--- config.mk ---
export PLATFORM = sky130hd
export DESIGN_NAME = rx_ring_writer
export DESIGN_NICKNAME = d
export VERILOG_FILES = /design/src/rtl/rxw_pkg.sv /design/src/rtl/rxw_packer.sv /design/src/rtl/rxw_ring_ptr.sv /design/src/rtl/rxw_events.sv /design/src/rtl/rx_ring_writer.sv
export SDC_FILE = /design/constraint.sdc
export NUM_CORES = 1
export LEC_CHECK = 0
export ABC_AREA = 1
export BUFFER_PORTS_ARGS = -buffer_cell sky130_fd_sc_hd__buf_2
export CORE_MARGIN = 3
export CORE_UTILIZATION = 30
export CTS_CLUSTER_SIZE = 30
export DETAILED_ROUTE_END_ITERATION = 7
export MAX_ROUTING_LAYER = met4
export SYNTH_ARGS = -nofsm -noshare
export SYNTH_HDL_FRONTEND = slang
export SYNTH_SLANG_ARGS = --single-unit
--- constraint.sdc ---
create_clock -name clk -period 7.8 [get_ports clk]
set_input_delay 0 -clock clk [delete_from_list [all_inputs] [get_ports clk]]
set_output_delay 0 -clock clk [all_outputs]
set_load 0.01 [all_outputs]
--- src/rtl/rxw_pkg.sv ---
package rxw_pkg;

  localparam int unsigned LEN_W    = 13;
  localparam int unsigned OWN_BIT  = 0;
  localparam int unsigned WRAP_BIT = 1;
  localparam int unsigned SOF_BIT  = 14;
  localparam int unsigned EOF_BIT  = 15;

  typedef enum logic [2:0] {
    S_IDLE,
    S_FETCH,
    S_CHECK,
    S_RECV,
    S_PUT,
    S_STAT,
    S_OWN,
    S_DROP
  } rxw_state_e;

  // status word written back into the second descriptor word
  function automatic logic [31:0] status_word(input logic first, input logic last,
                                              input logic [LEN_W-1:0] len);
    return {16'h0, last, first, 1'b0, (last ? len : {LEN_W{1'b0}})};
  endfunction

  // place one byte into its lane of the word being assembled
  function automatic logic [31:0] lane_merge(input logic [31:0] w, input logic [1:0] lane,
                                             input logic [7:0] b);
    logic [31:0] r;
    r = w;
    r[8*lane +: 8] = b;
    return r;
  endfunction

  // buffer start address: flag bits removed
  function automatic logic [31:0] buf_base(input logic [31:0] aw);
    return {aw[31:2], 2'b00};
  endfunction

endpackage

--- src/rtl/rxw_packer.sv ---
module rxw_packer #(
  parameter int unsigned BUF_BYTES = 128,
  localparam int unsigned OFF_W = $clog2(BUF_BYTES) + 1,
  localparam int unsigned LEN_W = rxw_pkg::LEN_W
) (
  input  logic             clk,
  input  logic             rst_n,
  input  logic             frame_start,
  input  logic             buf_start,
  input  logic             take,
  input  logic [7:0]       byte_in,
  input  logic             flush,
  output logic [31:0]      word,
  output logic [OFF_W-1:0] boff,
  output logic [LEN_W-1:0] flen
);
  import rxw_pkg::*;

  logic [31:0] acc_q;
  logic [OFF_W-1:0] off_q;
  logic [LEN_W-1:0] len_q;

  always_ff @(posedge clk) begin
    if (!rst_n) begin
      acc_q <= '0;
      off_q <= '0;
      len_q <= '0;
    end else begin
      if (frame_start) begin
        acc_q <= '0;
        off_q <= '0;
        len_q <= '0;
      end else if (buf_start) begin
        acc_q <= '0;
        off_q <= '0;
      end else if (take) begin
        acc_q <= lane_merge(acc_q, off_q[1:0], byte_in);
        off_q <= off_q + OFF_W'(1);
        len_q <= len_q + LEN_W'(1);
      end else if (flush) begin
        acc_q <= '0;
      end
    end
  end

  assign word = acc_q;
  assign boff = off_q;
  assign flen = len_q;

  AST_OFF_LIMIT: assert property (@(posedge clk) disable iff (!rst_n)
    off_q <= OFF_W'(BUF_BYTES));

endmodule

--- src/rtl/rxw_ring_ptr.sv ---
module rxw_ring_ptr #(
  parameter int unsigned ADDR_W = 32,
  parameter int unsigned DESC_BYTES = 8
) (
  input  logic              clk,
  input  logic              rst_n,
  input  logic [ADDR_W-1:0] ring_base,
  input  logic              restart,
  input  logic              advance,
  input  logic              wrap,
  output logic [ADDR_W-1:0] desc_ptr
);

  logic [ADDR_W-1:0] ptr_q;

  always_ff @(posedge clk) begin
    if (!rst_n) begin
      ptr_q <= '0;
    end else if (restart) begin
      ptr_q <= ring_base;
    end else if (advance) begin
      ptr_q <= wrap ? ring_base : ptr_q + ADDR_W'(DESC_BYTES);
    end
  end

  assign desc_ptr = ptr_q;

  AST_WRAP_TO_BASE: assert property (@(posedge clk) disable iff (!rst_n)
    (advance && wrap && !restart) |=> (ptr_q == $past(ring_base)));

  AST_RESTART_BASE: assert property (@(posedge clk) disable iff (!rst_n)
    restart |=> (ptr_q == $past(ring_base)));

endmodule

--- src/rtl/rxw_events.sv ---
module rxw_events #(
  localparam int unsigned LEN_W = rxw_pkg::LEN_W
) (
  input  logic             clk,
  input  logic             rst_n,
  input  logic             done_ev,
  input  logic             bna_ev,
  input  logic             ovr_ev,
  input  logic [LEN_W-1:0] len_in,
  output logic             frame_done,
  output logic [LEN_W-1:0] frame_len,
  output logic             bna_pulse,
  output logic             ovr_pulse
);

  always_ff @(posedge clk) begin
    if (!rst_n) begin
      frame_done <= 1'b0;
      bna_pulse  <= 1'b0;
      ovr_pulse  <= 1'b0;
      frame_len  <= '0;
    end else begin
      frame_done <= done_ev;
      bna_pulse  <= bna_ev;
      ovr_pulse  <= ovr_ev;
      if (done_ev) frame_len <= len_in;
    end
  end

  AST_ONE_EVENT: assert property (@(posedge clk) disable iff (!rst_n)
    $onehot0({frame_done, bna_pulse, ovr_pulse}));

  AST_DONE_LEN: assert property (@(posedge clk) disable iff (!rst_n)
    frame_done |-> (frame_len != '0));

  AST_PULSE_SHORT: assert property (@(posedge clk) disable iff (!rst_n)
    bna_pulse |=> !bna_pulse);

endmodule

--- src/rtl/rx_ring_writer.sv ---
module rx_ring_writer #(
  parameter int unsigned ADDR_W = 32,
  parameter int unsigned BUF_BYTES = 128,
  parameter int unsigned DESC_BYTES = 8,
  localparam int unsigned LEN_W = rxw_pkg::LEN_W
) (
  input  logic              clk,
  input  logic              rst_n,
  input  logic              rx_en,
  input  logic [ADDR_W-1:0] ring_base,
  input  logic              in_valid,
  input  logic [7:0]        in_data,
  input  logic              in_sof,
  input  logic              in_eof,
  output logic              in_ready,
  output logic              mem_req,
  output logic              mem_we,
  output logic [ADDR_W-3:0] mem_addr,
  output logic [31:0]       mem_wdata,
  input  logic [31:0]       mem_rdata,
  output logic              frame_done,
  output logic [LEN_W-1:0]  frame_len,
  output logic              bna_pulse,
  output logic              ovr_pulse
);
  import rxw_pkg::*;

  localparam int unsigned OFF_W = $clog2(BUF_BYTES) + 1;
  localparam logic [OFF_W-1:0] OFF_LAST = OFF_W'(BUF_BYTES - 1);
  localparam logic [OFF_W-1:0] OFF_FULL = OFF_W'(BUF_BYTES);

  rxw_state_e st, st_n;
  logic en_q, restart;
  logic first_q, eof_q;
  logic [31:0] aw_q;
  logic [ADDR_W-1:0] desc_ptr, buf_addr, mem_addr_b;
  logic [OFF_W-1:0] pk_off, off_word;
  logic [LEN_W-1:0] pk_len;
  logic [31:0] pk_word;
  logic ld_aw, pk_frame, pk_buf, pk_take, pk_flush, adv;
  logic done_ev, bna_ev, ovr_ev;
  logic req_c, we_c;

  // named events for the assertions
  logic ev_data_wr, ev_stat_wr, ev_own_wr;

  assign restart  = rx_en & ~en_q;
  assign buf_addr = ADDR_W'(buf_base(aw_q));
  assign off_word = (pk_off - OFF_W'(1)) & ~OFF_W'(3);

  always_comb begin
    if (!rx_en) begin
      in_ready = 1'b1;
    end else begin
      case (st)
        S_IDLE:          in_ready = !(in_valid && in_sof);
        S_RECV, S_DROP:  in_ready = 1'b1;
        default:         in_ready = 1'b0;
      endcase
    end
  end

  always_comb begin
    st_n       = st;
    ld_aw      = 1'b0;
    pk_frame   = 1'b0;
    pk_buf     = 1'b0;
    pk_take    = 1'b0;
    pk_flush   = 1'b0;
    adv        = 1'b0;
    done_ev    = 1'b0;
    bna_ev     = 1'b0;
    ovr_ev     = 1'b0;
    req_c      = 1'b0;
    we_c       = 1'b0;
    mem_addr_b = '0;
    mem_wdata  = '0;
    case (st)
      S_IDLE: begin
        if (in_valid && in_sof) st_n = S_FETCH;
      end
      S_FETCH: begin
        req_c      = 1'b1;
        mem_addr_b = desc_ptr;
        st_n       = S_CHECK;
      end
      S_CHECK: begin
        if (mem_rdata[OWN_BIT]) begin
          if (first_q) bna_ev = 1'b1;
          else         ovr_ev = 1'b1;
          st_n = S_DROP;
        end else begin
          ld_aw = 1'b1;
          if (first_q) pk_frame = 1'b1;
          else         pk_buf   = 1'b1;
          st_n = S_RECV;
        end
      end
      S_RECV: begin
        if (in_valid) begin
          pk_take = 1'b1;
          if (pk_off[1:0] == 2'd3 || in_eof || pk_off == OFF_LAST) st_n = S_PUT;
        end
      end
      S_PUT: begin
        req_c      = 1'b1;
        we_c       = 1'b1;
        mem_addr_b = buf_addr + ADDR_W'(off_word);
        mem_wdata  = pk_word;
        pk_flush   = 1'b1;
        st_n       = (eof_q || pk_off == OFF_FULL) ? S_STAT : S_RECV;
      end
      S_STAT: begin
        req_c      = 1'b1;
        we_c       = 1'b1;
        mem_addr_b = desc_ptr + ADDR_W'(4);
        mem_wdata  = status_word(first_q, eof_q, pk_len);
        st_n       = S_OWN;
      end
      S_OWN: begin
        req_c      = 1'b1;
        we_c       = 1'b1;
        mem_addr_b = desc_ptr;
        mem_wdata  = aw_q | 32'h1;
        adv        = 1'b1;
        if (eof_q) begin
          done_ev = 1'b1;
          st_n    = S_IDLE;
        end else begin
          st_n = S_FETCH;
        end
      end
      S_DROP: begin
        if (in_valid && in_eof) st_n = S_IDLE;
      end
      default: st_n = S_IDLE;
    endcase
    if (!rx_en) begin
      st_n    = S_IDLE;
      adv     = 1'b0;
      done_ev = 1'b0;
      bna_ev  = 1'b0;
      ovr_ev  = 1'b0;
      pk_take = 1'b0;
    end
  end

  assign mem_req  = req_c & rx_en;
  assign mem_we   = we_c & rx_en;
  assign mem_addr = mem_addr_b[ADDR_W-1:2];

  assign ev_data_wr = mem_req & mem_we & (st == S_PUT);
  assign ev_stat_wr = mem_req & mem_we & (st == S_STAT);
  assign ev_own_wr  = mem_req & mem_we & (st == S_OWN);

  always_ff @(posedge clk) begin
    if (!rst_n) begin
      st      <= S_IDLE;
      en_q    <= 1'b0;
      first_q <= 1'b0;
      eof_q   <= 1'b0;
      aw_q    <= '0;
    end else begin
      st   <= st_n;
      en_q <= rx_en;
      if (!rx_en) begin
        first_q <= 1'b0;
        eof_q   <= 1'b0;
      end else begin
        if (st == S_IDLE && st_n == S_FETCH) begin
          first_q <= 1'b1;
          eof_q   <= 1'b0;
        end
        if (pk_take && in_eof) eof_q <= 1'b1;
        if (st == S_OWN) first_q <= 1'b0;
        if (ld_aw) aw_q <= mem_rdata;
      end
    end
  end

  rxw_packer #(.BUF_BYTES(BUF_BYTES)) u_pack (
    .clk(clk), .rst_n(rst_n),
    .frame_start(pk_frame), .buf_start(pk_buf),
    .take(pk_take), .byte_in(in_data), .flush(pk_flush),
    .word(pk_word), .boff(pk_off), .flen(pk_len)
  );

  rxw_ring_ptr #(.ADDR_W(ADDR_W), .DESC_BYTES(DESC_BYTES)) u_ptr (
    .clk(clk), .rst_n(rst_n), .ring_base(ring_base),
    .restart(restart), .advance(adv), .wrap(aw_q[WRAP_BIT]),
    .desc_ptr(desc_ptr)
  );

  rxw_events u_ev (
    .clk(clk), .rst_n(rst_n),
    .done_ev(done_ev), .bna_ev(bna_ev), .ovr_ev(ovr_ev), .len_in(pk_len),
    .frame_done(frame_done), .frame_len(frame_len),
    .bna_pulse(bna_pulse), .ovr_pulse(ovr_pulse)
  );

  AST_OWN_AFTER_STAT: assert property (@(posedge clk) disable iff (!rst_n)
    ev_own_wr |-> $past(ev_stat_wr));

  AST_STAT_AFTER_DATA: assert property (@(posedge clk) disable iff (!rst_n)
    ev_stat_wr |-> $past(ev_data_wr));

  AST_DATA_IN_BUF: assert property (@(posedge clk) disable iff (!rst_n)
    ev_data_wr |-> ((mem_addr_b - buf_addr) < ADDR_W'(BUF_BYTES)));

  AST_NOEND_NO_LEN: assert property (@(posedge clk) disable iff (!rst_n)
    (ev_stat_wr && !mem_wdata[EOF_BIT]) |-> (mem_wdata[LEN_W-1:0] == '0));

  AST_OWN_KEEPS_WRAP: assert property (@(posedge clk) disable iff (!rst_n)
    ev_own_wr |-> (mem_wdata[OWN_BIT] && mem_wdata[WRAP_BIT] == aw_q[WRAP_BIT]));

  AST_NO_REQ_DISABLED: assert property (@(posedge clk) disable iff (!rst_n)
    !rx_en |-> !mem_req);

endmodule

==> reports/results.tsv <==
stage	metric	value	unit
status	result_of_the_run	finished clean	
synthesis	netlist.top_cell.by_area	dfxtp_1	
floorplanning	placement_rows	62	
cts	cts-root-to-sink-buffers	2	
sta	layout_min_cycle_time	3.83	ns
floorplanning	design.core.area	28900	um2
pwr	internal-power	0.00120	W
placement	place_ws	4.46	ns
floorplanning	fp.dieArea	31700	um2
pwr	p_clk_share	49.5	%
sta	setup_viol_count_final	0	
routing	route.detailed.vias_per_inst	5.03	
sta	slew_viol_final	0	
sta	grt_setup_unrepaired	false	
synthesis	synth_flop_cell	dfxtp_1	
global_route	globalRouteMet3Util	3.32	%
critical_path	critical_path_peak_fanout	12	
pwr	power-per-cell-area	149	nW/um2
sta	final.hold.worst_slack	0.0224	ns
pwr	max-vdd-ir-drop	0.000134	V
floorplanning	initial_utilization	30.7	%
synthesis	yosysWarningCount	0	
synthesis	synth.distinct_cells	45	
worst_hold_path	hold_class	input port to flop	
global_route	vias_in_the_first_global_route	9757	
floorplanning	floorplan.die.height	178	um
pwr	switching_share	28.7	%
synthesis	synth.yosys.seq_area_share	30.7	%
final_layout	ratio_of_cells_with_drive_above_1_in_the_final_layout	14.0	%
final_layout	antennaDiodeCount	0	
global_route	grt_first_pass_wirelength	53800	um
placement	globalplace.congestion	0.996	
cts	cts_tree	yes	
sta	max_slew_margin	45.4	%
sta	fin_skew	0.0207	ns
sta	timing.fmax	261	MHz
final_layout	layout.cells.most_common	nand2_1	
pwr	total_power	0.00168	W
sta	final_min_period_over_clock_period	49.1	%
routing	drt-initial-drc-count	823	
synthesis	synth_enable_flop_cells	0	
routing	route.detailed.drc	0	
cts	cts.reportedPaths.clkPinSlew	0.07	ns
cts	cts_setup_buffers	0	
floorplanning	dieWidth	178	um
routing	routed_wirelength	35000	um
global_route	grt.met2_usage	35.5	%
global_route	groute.usage.overall	22.5	%
routing	drt-wirelength-per-cell	17.0	um
global_route	initial_antenna_violation_count	0	
job	max_cap_violations	0	
synthesis	syn-mean-instance-area	6.12	um2
cts	cts_inserted_buffers	17	
pwr	p_leak	4.67	nW
synthesis	synthesis.instances	1450	
synthesis	synth-async-reset-ratio	0	%
placement	io_buffer_count	156	
synthesis	netlist_area	8880	um2
cts	tritoncts_num_sinks	136	
pwr	seq_power_share	42.8	%
global_route	top_usage_layer	met2	
worst_hold_path	whs_path_depth	5	
critical_path	path_class	flop to primary output	
synthesis	synth_area_leaders	dfxtp_1 31%, nand2_1 18%, nand3_1 8.3%	
routing	detailroute.via_count	10330	
sta	final_hold_viol_count	0	
cts	depth_of_the_cts_h_tree	4	
critical_path	number_of_cells_traversed_by_the_worst_register_to_register_path	10	
cts	clock_latency	0.44	ns
final_layout	layout_common_cells	422 x nand2_1, 167 x inv_1, 156 x buf_2	
critical_path	worstSetupEndpointType	primary output	
synthesis	mappedNetlistNets	1545	
final_layout	area_growth_syn_to_layout	27.1	%
global_route	grt_util_met1	30.0	%
final_layout	final_nets	1751	
synthesis	netlist.area_leader.share	30.7	%
critical_path	crit_arrival	3.83	ns
floorplanning	ios	159	
synthesis	ys_seq_elements	136	
pwr	net-switching-power	0.000484	W
placement	detailedPlacementHpwl	26300	um
critical_path	timing.critical_path.from_type	flop	
global_route	grt_remaining_overflow	0	
routing	drtPass1Iterations	5	
critical_path	worstPathRequired	7.80	ns
routing	ant_nets	0	
pwr	power_frac_comb	7.7	%
sta	worst_setup_slack_final	3.97	ns
cts	clk_root_buffer_cell	clkbuf_16	
sta	timing_worst_slew_pin_value	0.818	ns
sta	setup_total_negative_slack	0	ns
global_route	grt_max_degree	64	
final_layout	num-fill-cells	3190	
## cell families (layout without fill, tap and decap cells)
| logic type | count (synthesis) | count (layout) | share of synthesized area, % |
|---|---|---|---|
| AND/OR/NAND/NOR | 745 | 745 | 36.2 |
| AO/OA/AOI/OAI | 308 | 308 | 18.7 |
| buffers and inverters | 224 | 443 | 9.96 |
| XOR/XNOR | 20 | 20 | 1.97 |
| adder cells (fa/ha/maj) | 17 | 17 | 2.48 |
| flip-flops | 136 | 136 | 30.7 |
## synthesized netlist by cell type, drive strengths merged (8+ instances only)
master / number
clkbuf: 28
a21oi: 133
xor2: 19
inv: 171
o221ai: 14
nand2: 431
nor3: 25
buf: 20
a31oi: 8
dfxtp: 136
nand4: 13
nand3: 149
ha: 16
o211ai: 9
nor2: 115
o21ai: 133
## critical path, stage by stage (launching register included)
cell and delay, ns:
dfxtp_1 0.37, inv_1 0.34, ha_1 0.31, xor2_1 0.16, ha_1 0.25, inv_1 0.07
fa_1 0.41, inv_1 0.12, nand3_1 0.08, nand2_1 0.15, nand2_1 0.09, nand2_1 0.17
nand2_1 0.12, o211ai_1 0.33, nand3_1 0.22, buf_2 0.20
## layer usage
metal | up-vias | share of wire (%)
met5 | - | 0
met4 | 0 | 2.2
met3 | 40 | 6.5
met2 | 365 | 46
met1 | 4759 | 46
li1 | 5166 | -
## final cells by class
type	count	area [um2]	share of cell area, %
multi-input combinational	1090	5280	46.8
clock inverter	14	151	1.34
clock buffer	18	439	3.89
sequential	136	2720	24.1
timing repair buffer	235	1550	13.8
inverter	176	662	5.86
tap	384	480	4.26
## power by group through the flow
stage	combinational, W	sequential (W)	clock [W]
6_report	0.000130	0.000721	0.000834
5_1_grt	0.000145	0.000723	0.000872
4_1_cts	0.000130	0.000721	0.000840
3_5_place_dp	0.000102	0.000737	0
3_3_place_gp	0.000100	0.000737	0
2_1_floorplan	0.0000603	0.000729	0
## timing repair
item / CTS / global route
hold endpoints to repair: 98 / 0
gates resized for setup: 0 / 0
hold buffers: 72 / 0
## stage by stage
step,cell area [um2],instances,util [%]
6_report,11300,2053,39.0
5_1_grt,11300,2053,39.0
4_1_cts,11300,2053,39.0
3_5_place_dp,9980,1949,34.5
3_3_place_gp,9980,1949,34.5
2_1_floorplan,8880,1450,-
## registers in the layout (all words and copies together), names as in the netlist
name,flops
eof_q,1
u_ev.bna_pulse,1
u_ev.frame_len,13
u_pack.word,32
aw_q,31
en_q,1
u_ev.ovr_pulse,1
u_ev.frame_done,1
u_pack.flen,13
first_q,1
u_pack.boff,8
st,3
u_ptr.desc_ptr,30
## final timing paths
path / startpoint / end / slack, ns
min: ring_base[29] / u_ptr.desc_ptr[29]$_SDFFE_PN0P_ / 0.02
max reg2reg: st[2]$_SDFF_PN0_ / u_ptr.desc_ptr[29]$_SDFFE_PN0P_ / 5.15
min reg2reg: first_q$_SDFFE_PP0P_ / u_ev.ovr_pulse$_SDFF_PN0_ / 0.45
max: u_pack.boff[0]$_SDFFE_PP0P_ / mem_addr[12] / 3.97
Note: power is estimated with default switching activity, not from simulation.
